<file path="src/rtl/fetch_pc_pkg.sv">
package fetch_pc_pkg;

  typedef enum logic [2:0] {
    PC_OP_STEP  = 3'd0,
    PC_OP_WRITE = 3'd1,
    PC_OP_SJMP  = 3'd2,
    PC_OP_SCALL = 3'd3,
    PC_OP_LJMP  = 3'd4,
    PC_OP_LCALL = 3'd5,
    PC_OP_RET   = 3'd6,
    PC_OP_RETW  = 3'd7
  } pc_op_e;

  function automatic logic op_pushes(pc_op_e o);
    return (o == PC_OP_SCALL) || (o == PC_OP_LCALL);
  endfunction

  function automatic logic op_pops(pc_op_e o);
    return (o == PC_OP_RET) || (o == PC_OP_RETW);
  endfunction

endpackage

</file>
<file path="src/rtl/pc_next_sel.sv">
module pc_next_sel
  import fetch_pc_pkg::*;
#(
  parameter int LO_W = 8,
  localparam int PC_W = LO_W + 2
) (
  input  pc_op_e            op,
  input  logic [PC_W-1:0]   cur_pc,
  input  logic [PC_W-1:0]   imm,
  input  logic [LO_W-1:0]   alu,
  input  logic              page,
  input  logic [PC_W-1:0]   stk_top,
  output logic [PC_W-1:0]   nxt_pc,
  output logic [PC_W-1:0]   step_pc
);

  localparam int MID = LO_W;
  localparam int TOP = LO_W + 1;

  logic [LO_W:0] inc;
  logic          seg_top;
  logic          seg_mid;
  logic [LO_W-1:0] seg_lo;

  assign inc     = cur_pc[LO_W:0] + 1'b1;
  assign step_pc = {cur_pc[TOP], inc};

  // Bit 9 source
  always_comb begin
    unique case (op)
      PC_OP_STEP:                         seg_top = cur_pc[TOP];
      PC_OP_WRITE, PC_OP_SCALL:           seg_top = 1'b0;
      PC_OP_SJMP, PC_OP_LJMP, PC_OP_LCALL: seg_top = imm[TOP];
      default:                            seg_top = stk_top[TOP];
    endcase
  end

  // Bit 8 source
  always_comb begin
    unique case (op)
      PC_OP_STEP:                           seg_mid = inc[LO_W];
      PC_OP_WRITE, PC_OP_SJMP, PC_OP_SCALL: seg_mid = page;
      PC_OP_LJMP, PC_OP_LCALL:              seg_mid = imm[MID];
      default:                              seg_mid = stk_top[MID];
    endcase
  end

  // Bits 7..0 source
  always_comb begin
    unique case (op)
      PC_OP_STEP:  seg_lo = inc[LO_W-1:0];
      PC_OP_WRITE: seg_lo = alu;
      PC_OP_SJMP, PC_OP_SCALL, PC_OP_LJMP, PC_OP_LCALL:
                   seg_lo = imm[LO_W-1:0];
      default:     seg_lo = stk_top[LO_W-1:0];
    endcase
  end

  assign nxt_pc = {seg_top, seg_mid, seg_lo};

endmodule

</file>
<file path="src/rtl/pc_ret_stack.sv">
module pc_ret_stack #(
  parameter int W     = 10,
  parameter int DEPTH = 2,
  localparam int CNT_W = $clog2(DEPTH + 1)
) (
  input  logic         clk,
  input  logic         rst,
  input  logic         push,
  input  logic         pop,
  input  logic [W-1:0] push_val,
  output logic [W-1:0] top,
  output logic         ovf
);

  logic [W-1:0]     ent [DEPTH];
  logic [CNT_W-1:0] cnt;
  logic             full;
  logic             shift_up;

  assign full     = (cnt == CNT_W'(DEPTH));
  assign shift_up = pop && (cnt > CNT_W'(1));
  assign top      = ent[0];

  for (genvar i = 0; i < DEPTH; i++) begin : g_ent
    localparam int DN = (i > 0) ? i - 1 : 0;
    localparam int UP = (i + 1 < DEPTH) ? i + 1 : i;
    always_ff @(posedge clk) begin
      if (rst) begin
        ent[i] <= '0;
      end else if (push) begin
        ent[i] <= (i == 0) ? push_val : ent[DN];
      end else if (shift_up) begin
        ent[i] <= ent[UP];
      end
    end
  end

  always_ff @(posedge clk) begin
    if (rst) begin
      cnt <= '0;
      ovf <= 1'b0;
    end else begin
      if (push) begin
        if (full) ovf <= 1'b1;
        else      cnt <= cnt + 1'b1;
      end else if (pop && cnt != '0) begin
        cnt <= cnt - 1'b1;
      end
    end
  end

endmodule

</file>
<file path="src/rtl/fetch_pc_ctrl.sv">
module fetch_pc_ctrl
  import fetch_pc_pkg::*;
#(
  parameter int               LO_W    = 8,
  parameter int               STK_DEP = 2,
  parameter logic [LO_W+1:0]  RST_VEC = 10'h1FF
) (
  input  logic              clk,
  input  logic              rst,
  input  logic [2:0]        op,
  input  logic [LO_W+1:0]   imm_addr,
  input  logic [LO_W-1:0]   alu_res,
  input  logic              page_bit,
  output logic [LO_W+1:0]   fetch_addr,
  output logic              stk_ovf
);

  localparam int PC_W = LO_W + 2;

  pc_op_e          op_e;
  logic [PC_W-1:0] pc_q;
  logic [PC_W-1:0] pc_d;
  logic [PC_W-1:0] step_pc;
  logic [PC_W-1:0] stk_top;

  assign op_e = pc_op_e'(op);

  pc_next_sel #(.LO_W(LO_W)) u_sel (
    .op      (op_e),
    .cur_pc  (pc_q),
    .imm     (imm_addr),
    .alu     (alu_res),
    .page    (page_bit),
    .stk_top (stk_top),
    .nxt_pc  (pc_d),
    .step_pc (step_pc)
  );

  pc_ret_stack #(.W(PC_W), .DEPTH(STK_DEP)) u_stk (
    .clk      (clk),
    .rst      (rst),
    .push     (op_pushes(op_e)),
    .pop      (op_pops(op_e)),
    .push_val (step_pc),
    .top      (stk_top),
    .ovf      (stk_ovf)
  );

  always_ff @(posedge clk) begin
    if (rst) pc_q <= RST_VEC;
    else     pc_q <= pc_d;
  end

  assign fetch_addr = pc_q;

endmodule

</file>
<file path="config.mk">
export PLATFORM = sky130hd
export DESIGN_NAME = fetch_pc_ctrl
export DESIGN_NICKNAME = d
export VERILOG_FILES = /design/src/rtl/fetch_pc_pkg.sv /design/src/rtl/pc_next_sel.sv /design/src/rtl/pc_ret_stack.sv /design/src/rtl/fetch_pc_ctrl.sv
export SDC_FILE = /design/constraint.sdc
export NUM_CORES = 1
export LEC_CHECK = 0
export BUFFER_PORTS_ARGS = -buffer_cell sky130_fd_sc_hd__buf_2
export CORE_MARGIN = 2
export CORE_UTILIZATION = 40
export DETAILED_ROUTE_END_ITERATION = 8
export PLACE_DENSITY = 0.59
export SLEW_MARGIN = 20
export SYNTH_ARGS = -nofsm -noshare
export SYNTH_HDL_FRONTEND = slang
export SYNTH_SLANG_ARGS = --single-unit
</file>
<file path="constraint.sdc">
create_clock -name clk -period 4.95 [get_ports clk]
set_input_delay 0.99 -clock clk [delete_from_list [all_inputs] [get_ports clk]]
set_output_delay 0.99 -clock clk [all_outputs]
set_load 0.005 [all_outputs]
</file>
==> results of run 1 <==
==> metrics by stage <==
step                cell area, um2  hold WS (ns)  util, %  std cells
floorplan                     1790         0.461        -        175
global placement              1980         0.461     45.7        252
detailed placement            1980         0.463     45.7        252
CTS                           2080         0.495     48.2        260
global route                  2080         0.531     48.2        260
finish                        2080         0.499     48.2        260
==> how the worst max path moves through the flow <==
stage / to / slack, ns / start / cells after the start
6_report: u_stk.ent[0][6]$_DFFE_PP_ / 2.07 / op[2] / 5
5_1_grt: u_stk.ent[0][7]$_DFFE_PP_ / 1.93 / op[2] / 5
4_1_cts: u_stk.ent[0][7]$_DFFE_PP_ / 2.04 / op[2] / 5
3_5_place_dp: u_stk.ent[0][3]$_DFFE_PP_ / 1.73 / op[2] / 5
3_3_place_gp: u_stk.ent[0][0]$_DFFE_PP_ / 1.89 / op[2] / 5
2_1_floorplan: u_stk.ent[0][0]$_DFFE_PP_ / 2.50 / op[1] / 5
==> final cells by class <==
class                   instances  area [um2]  area share [%]
clock buffers                   6        72.6            3.48
clock inverters                 2        33.8            1.62
inverters                       2        7.51           0.360
multi-input cells             131         873            41.9
flip-flops and latches         33         861            41.3
well taps                      52        65.1            3.12
repair buffers                 34         170            8.17
==> metal layers <==
layer,wire length (um),global-route usage (%)
met5,0,0
met4,55,6.71
met2,2060,29.5
met3,204,4.27
met1,1920,22.3
==> worst max-delay path, cell delays in order <==
cell and delay (ns):
buf_2 0.51, xor2_2 0.24, nand2_2 0.12, nand2b_1 0.43
nand2b_1 0.50
==> layout by cell type (no fill, tap or decap), types with 3 or more instances in the layout <==
cell,n
a21oi_1,8
a22o_1,4
a31oi_1,3
and2_1,10
buf_2,34
clkbuf_8,5
dfxtp_1,13
edfxtp_1,20
ha_1,4
mux2_2,3
mux2i_1,7
nand2_1,16
nand2b_1,6
nand3_1,4
nor2_1,13
nor2b_1,4
nor3_1,4
o21ai_0,10
xnor2_1,7
==> registers in the layout, summed over array words and instances, names as in the netlist <==
name,cells
u_stk.ent,20
fetch_addr,10
u_stk.cnt,2
u_stk.ovf,1
==> power by group through the flow <==
stage	clock network [uW]	logic, uW	registers (uW)
after floorplan	0	90.6	343
after global placement	0	123	348
after detailed placement	0	128	350
after CTS	252	128	344
after global routing	265	143	348
final	250	127	344
==> logic make-up after synthesis <==
logic type      after synthesis
buf+inv                      11
simple gates                 64
xor+xnor                     10
mux                          10
flops                        33
compound gates               43
fa+ha+maj                     4
==> metrics.csv, run 1 <==
metric,value,unit
Sequential Power Share,47.7,%
core box area,4320,um2
hold-fix buffers at CTS,0,
Hold Path End,u_stk.ovf$_SDFFE_PP0P_,
Diodes inserted,0,
Synth Area in Compound Gates,16.3,%
Synth Instances,175,
"Clk Latency, worst-skew pair",0.29,ns
Tot GR Track Use,17.7,%
crit share post-route,58.1,%
routed wire length,4240,um
Leakage Power,0.000830,uW
H-tree depth,2,
Startpoint Class,input port,
ANT nets after route,0,
vias in the first global route,1411,
HPWL Detailed,3080,um
Synth Area in XOR/XNOR,5.31,%
global-route wire length before repair,6830,um
Crit Path Class,input port to register,
hold_sp,u_stk.ovf$_SDFFE_PP0P_,
Via density,5.54,
final worst setup slack,2.07,ns
worst endpoint required time,4.88,ns
status,"finished, final reports clean",
worst vdd ir,0.000164,V
DRC,0,
# IOs,35,
share of the synthesized area in the top cell type,33.6,%
post-CTS setup buffers,0,
layout cell share with drive strength beyond 1,23.6,%
"CTS clk-pin slew, worst paths",0.07,ns
Synth Cell Area,1790,um2
Synth area leaders,"edfxtp_1 34%, dfxtp_1 15%, mux2i_1 3.9%",
Post-Synth Simple-Gate Area,18.6,%
number of fill cells,432,
Max-slew headroom,56.3,%
FF-to-FF Start,u_stk.cnt[1]$_SDFFE_PP0P_,
reg2reg setup slack,3.23,ns
CTS tree,done,
CTS sink count,33,
drt first pass iters,4,
clock share of power,34.7,%
Chip Height,70.9,um
Pwr Total,722,uW
post-synth cell types,43,
switching power,194,uW
post-synthesis register bit count,33,
worst-margin pin slew,0.656,ns
Post-synth ARST share,0,%
die area,5020,um2
most instantiated cells after synthesis,"20 x edfxtp_1, 16 x nand2_1, 13 x dfxtp_1, 13 x nor2_1",
adder-cell share of the synthesized area,2.80,%
main combinational cell family by area after synthesis,simple AND/OR/NAND/NOR gates,
Max Fanout on Critical Path,32,
Placer Congestion,0.850,
cell type with the largest total area after synthesis,edfxtp_1,
Overflow after GRT,0,
Site Rows,24,
post-place setup slack,1.73,ns
Fin. Hold Viols,0,
setup TNS,0,ns
"Slew Viols, Final",0,
# resized after CTS,0,
"Top FF cell, synth",edfxtp_1,
largest net degree at the start of global routing,33,
RSZ-0062 raised after global routing,no,
1st-iter DRT viols,68,
Final Skew,0.0105,ns
most numerous cell in the Yosys netlist,edfxtp_1,
RR Endpoint,u_stk.ent[0][6]$_DFFE_PP_,
register area share after synthesis,48.1,%
Final setup violation count,0,
Mapped Nets,203,
TritonCTS Buffers,5,
mux contribution to synthesized area,5.80,%
average cell area after synthesis,10.2,um2
area grow syn2layout,16.4,%
number of synthesized flops with an enable pin,20,
clk buf depth,2,
hold path depth,2,
switch share,26.9,%
fin nets,235,
Die Wd,70.9,um
Tightest Hold Check Type,register to register,
Initial Util,41.4,%
min cycle time layout,2.88,ns
Pint,528,uW
yosys warns,0,
Combinational Power Share,17.6,%
via count,1441,
worst r2r path cells,4,
pwr/cell area,347,nW/um2
IO buf count,34,
Setup crit end kind,register,
number of max-cap violations,0,
DR WL/cell,16.3,um
Root Driver,clkbuf_8,
FMAX,348,MHz
Critical Path AT,2.81,ns
initial antenna violation count,0,
(Power assumes the default switching activity.)
==> inputs of run 2 (changes only) <==
PLACE_DENSITY = 0.61   (was 0.59)
clock period = 2.6 ns   (was 4.95 ns; I/O delays follow)
==> metrics.csv, run 2 (synthesis gave the netlist of run 1 again) <==
metric,value,unit
Crit path buffers/inverters,1,
number of max-cap violations,0,
Placer Congestion,0.812,
Final Skew,0.00662,ns
clk buf depth,2,
max reg flops,20,
H-tree depth,2,
core box area,4320,um2
Tightest Hold Check Type,register to register,
"Most flops, register",u_stk.ent,
IO buf count,34,
cell repeated most along the worst path,nand2b_1,
Startpoint Class,input port,
"Clk Latency, worst-skew pair",0.29,ns
global-route wire length before repair,7160,um
routed wire length,4320,um
layout cell share with drive strength beyond 1,24.8,%
HPWL Detailed,3140,um
area grow syn2layout,15.9,%
initial antenna violation count,0,
pwr/cell area,614,nW/um2
min cycle time layout,1.91,ns
crit path max-delay cell type,nand2b_1,
CTS tree,done,
number of fill cells,441,
"CTS clk-pin slew, worst paths",0.07,ns
FMAX,522,MHz
Reg area,861,um2
Crit Path Class,input port to register,
DR WL/cell,16.5,um
Chip Height,70.9,um
worst-margin pin slew,0.504,ns
Via density,5.52,
Die Wd,70.9,um
Setup crit end kind,register,
"commonest cells after routing, fill and taps aside","34 x buf_2, 20 x edfxtp_1, 16 x nand2_1",
Site Rows,24,
post-CTS setup buffers,0,
vias in the first global route,1435,
CP max stage delay,0.43,ns
multi-input logic area,873,um2
Cells after DPL,254,
Initial Util,41.4,%
hold-fix buffers at CTS,0,
Overflow after GRT,0,
"Cell Count, Final, Fillers Out",262,
Root Driver,clkbuf_8,
DRC,0,
Leakage Power,0.000832,uW
Tot GR Track Use,18.5,%
drt first pass iters,4,
Critical Path AT,1.84,ns
Pwr Total,1270,uW
crit share post-route,73.6,%
largest net degree at the start of global routing,32,
critical path's top delay family,simple AND/OR/NAND/NOR gates,
"commonest non-fill, non-tap cell in the layout",buf_2,
worst vdd ir,0.000240,V
RSZ-0062 raised after global routing,no,
# IOs,35,
Diodes inserted,0,
die area,5020,um2
Max Fanout on Critical Path,26,
Fin. Hold Viols,0,
TritonCTS Buffers,5,
Final setup violation count,0,
"Slew Viols, Final",0,
via count,1446,
cells along the critical path,buf_2 -> xor2_2 -> nand2_2 -> nand2b_1 -> nand2b_1,
fin nets,237,
1st-iter DRT viols,98,
worst endpoint required time,2.52,ns
Max-slew headroom,66.3,%
# resized after CTS,0,
CTS sink count,33,
setup TNS,0,ns
status,"finished, final reports clean",
ANT nets after route,0,
## run 2: where the power goes
group	switching, uW	total [uW]	internal, uW
Clock	188	373	185
Combinational	134	245	111
Sequential	42.0	655	613
## run 2: routing by layer
metal	global-route usage, %	share of wire, %
met5	0	0
met4	5.66	1.2
met3	5.70	6.1
met2	29.9	49
met1	23.8	44
## run 2: layout make-up
type | count | area share [%]
Clock buffer | 6 | 3.50
Clock inverter | 2 | 0.483
Inverter | 2 | 0.362
Multi-Input combinational cell | 131 | 42.1
Sequential cell | 33 | 41.5
Tap cell | 52 | 3.14
Timing Repair Buffer | 36 | 8.93
## run 2: final timing paths
check,cells after the start,endpoint,startpoint,slack [ns]
worst min register to register,2,u_stk.ovf$_SDFFE_PP0P_,u_stk.ovf$_SDFFE_PP0P_,0.48
worst min-delay path,2,u_stk.ovf$_SDFFE_PP0P_,u_stk.ovf$_SDFFE_PP0P_,0.48
worst max register to register,6,u_stk.ent[0][0]$_DFFE_PP_,u_stk.cnt[1]$_SDFFE_PP0P_,0.91
worst max-delay path,5,u_stk.ent[0][4]$_DFFE_PP_,op[1],0.69
## run 2: tightest hold or removal path: cells and delay by family, from the launching register on
| kind | cells | cell delay (ns) |
|---|---|---|
| DFF | 1 | 0.33 |
| and+or+nand+nor | 1 | 0.07 |
| AOI/OAI and AO/OA | 1 | 0.04 |
## run 2: through the flow
step | util (%) | hold slack (ns) | setup WS (ns) | cell area [um2]
global placement | 46.1 | 0.457 | 0.446 | 1990
floorplan | - | 0.461 | 0.617 | 1790
detailed placement | 46.1 | 0.465 | 0.386 | 1990
CTS | 48.0 | 0.481 | 0.686 | 2070
finish | 48.0 | 0.475 | 0.685 | 2070
global route | 48.0 | 0.535 | 0.615 | 2070
==> inputs of run 3 (changes only) <==
PLACE_DENSITY = 0.59   (was 0.61)
clock period = 1.8 ns   (was 2.6 ns; I/O delays follow)
==> metrics.csv, run 3 (synthesis gave the netlist of run 1 again) <==
metric,value,unit
status,"finished, final reports clean",
"Slew Viols, Final",0,
"Clk Latency, worst-skew pair",0.29,ns
Root Driver,clkbuf_8,
die area,5020,um2
"Most flops, register",u_stk.ent,
drt first pass iters,4,
Final setup violation count,0,
Fin. Hold Viols,0,
CTS tree,done,
hold path depth,3,
hold-fix buffers at CTS,0,
Site Rows,24,
TritonCTS Buffers,5,
Via density,5.54,
worst-margin pin slew,0.533,ns
Crit Path Class,register to register,
worst r2r path cells,5,
final worst setup slack,0.151,ns
worst endpoint required time,1.96,ns
Max-slew headroom,64.4,%
FMAX,606,MHz
# IOs,35,
worst vdd ir,0.000399,V
Hold Path End,fetch_addr[3]$_SDFF_PP1_,
setup TNS,0,ns
Chip Height,70.9,um
number of max-cap violations,0,
crit share post-route,91.6,%
area grow syn2layout,20.5,%
via count,1486,
RR Endpoint,u_stk.ent[1][8]$_SDFFCE_PN0P_,
Final Skew,0.00926,ns
layout cell share with drive strength beyond 1,27.3,%
Max Fanout on Critical Path,10,
RSZ-0062 raised after global routing,no,
Initial Util,41.4,%
Tightest Hold Check Type,input port to register,
pwr/cell area,947,nW/um2
hold_sp,alu_res[3],
Tot GR Track Use,18.6,%
IO buf count,34,
# resized after CTS,0,
reg2reg setup slack,0.15,ns
"commonest non-fill, non-tap cell in the layout",buf_2,
min cycle time layout,1.65,ns
"commonest cells after routing, fill and taps aside","34 x buf_2, 20 x edfxtp_1, 16 x nand2_1",
core box area,4320,um2
Critical Path AT,1.81,ns
DRC,0,
vias in the first global route,1450,
largest net degree at the start of global routing,20,
ANT nets after route,0,
post-place setup slack,0.169,ns
number of fill cells,425,
fin nets,243,
Leakage Power,0.000875,uW
multi-input logic area,876,um2
final core utilization,49.9,%
1st-iter DRT viols,109,
H-tree depth,2,
CTS sink count,33,
Diodes inserted,0,
HPWL Detailed,3320,um
Overflow after GRT,0,
max reg flops,20,
DR WL/cell,16.8,um
clk buf depth,2,
FF-to-FF Start,u_stk.cnt[1]$_SDFFE_PP0P_,
Setup crit end kind,register,
routed wire length,4490,um
global-route wire length before repair,7090,um
Startpoint Class,register,
Reg area,861,um2
"CTS clk-pin slew, worst paths",0.07,ns
Die Wd,70.9,um
Placer Congestion,0.848,
post-CTS setup buffers,0,
initial antenna violation count,0,
## run 3: where the power goes
group	switching [uW]	internal [uW]
clock	275	451
combinational	197	170
sequential	63.7	885
total	535	1510
## run 3: worst max-delay path, cell delays in order, from the launching register on
cell,delay (ns)
dfxtp_1,0.42
inv_1,0.10
ha_1,0.19
nand4b_2,0.25
a21oi_2,0.37
and2_1,0.20
## run 3: area by class of cell
class / instances / area share [%]
multi-input combinational: 131 / 40.6
timing repair buffer: 42 / 10.7
clock inverter: 1 / 1.39
clock buffer: 7 / 4.00
inverter: 2 / 0.348
tap: 52 / 3.02
sequential: 33 / 39.9
## run 3: how the worst max path moves through the flow
stage,startpoint,endpoint,slack [ns],depth (start not counted)
after global placement,op[2],fetch_addr[6]$_SDFF_PP1_,0.21,6
after floorplan,op[1],u_stk.ent[0][0]$_DFFE_PP_,0.08,5
final,u_stk.cnt[1]$_SDFFE_PP0P_,u_stk.ent[1][8]$_SDFFCE_PN0P_,0.15,5
after CTS,u_stk.cnt[1]$_SDFFE_PP0P_,u_stk.ent[1][8]$_SDFFCE_PN0P_,0.16,5
after detailed placement,u_stk.cnt[1]$_SDFFE_PP0P_,u_stk.ent[1][8]$_SDFFCE_PN0P_,0.17,5
after global routing,u_stk.cnt[1]$_SDFFE_PP0P_,u_stk.ent[1][5]$_SDFFCE_PN0P_,0.02,5
## run 3: layer usage
layer	vias to the layer above	track usage, %	wire length, um	part of all wire, %
met2	52	31.7	2230	50
li1	719	-	-	-
met4	0	5.87	33	0.74
met5	-	0	0	0
met3	4	4.42	283	6.3
met1	711	23.4	1950	43
## run 3: through the flow
stage	instances	hold WS (ns)	cell area, um2	power (uW)
2_1_floorplan	175	0.461	1790	1190
3_3_place_gp	260	0.450	2040	1310
3_5_place_dp	260	0.467	2040	1330
4_1_cts	268	0.389	2160	2050
5_1_grt	268	0.415	2160	2130
6_report	268	0.388	2160	2040
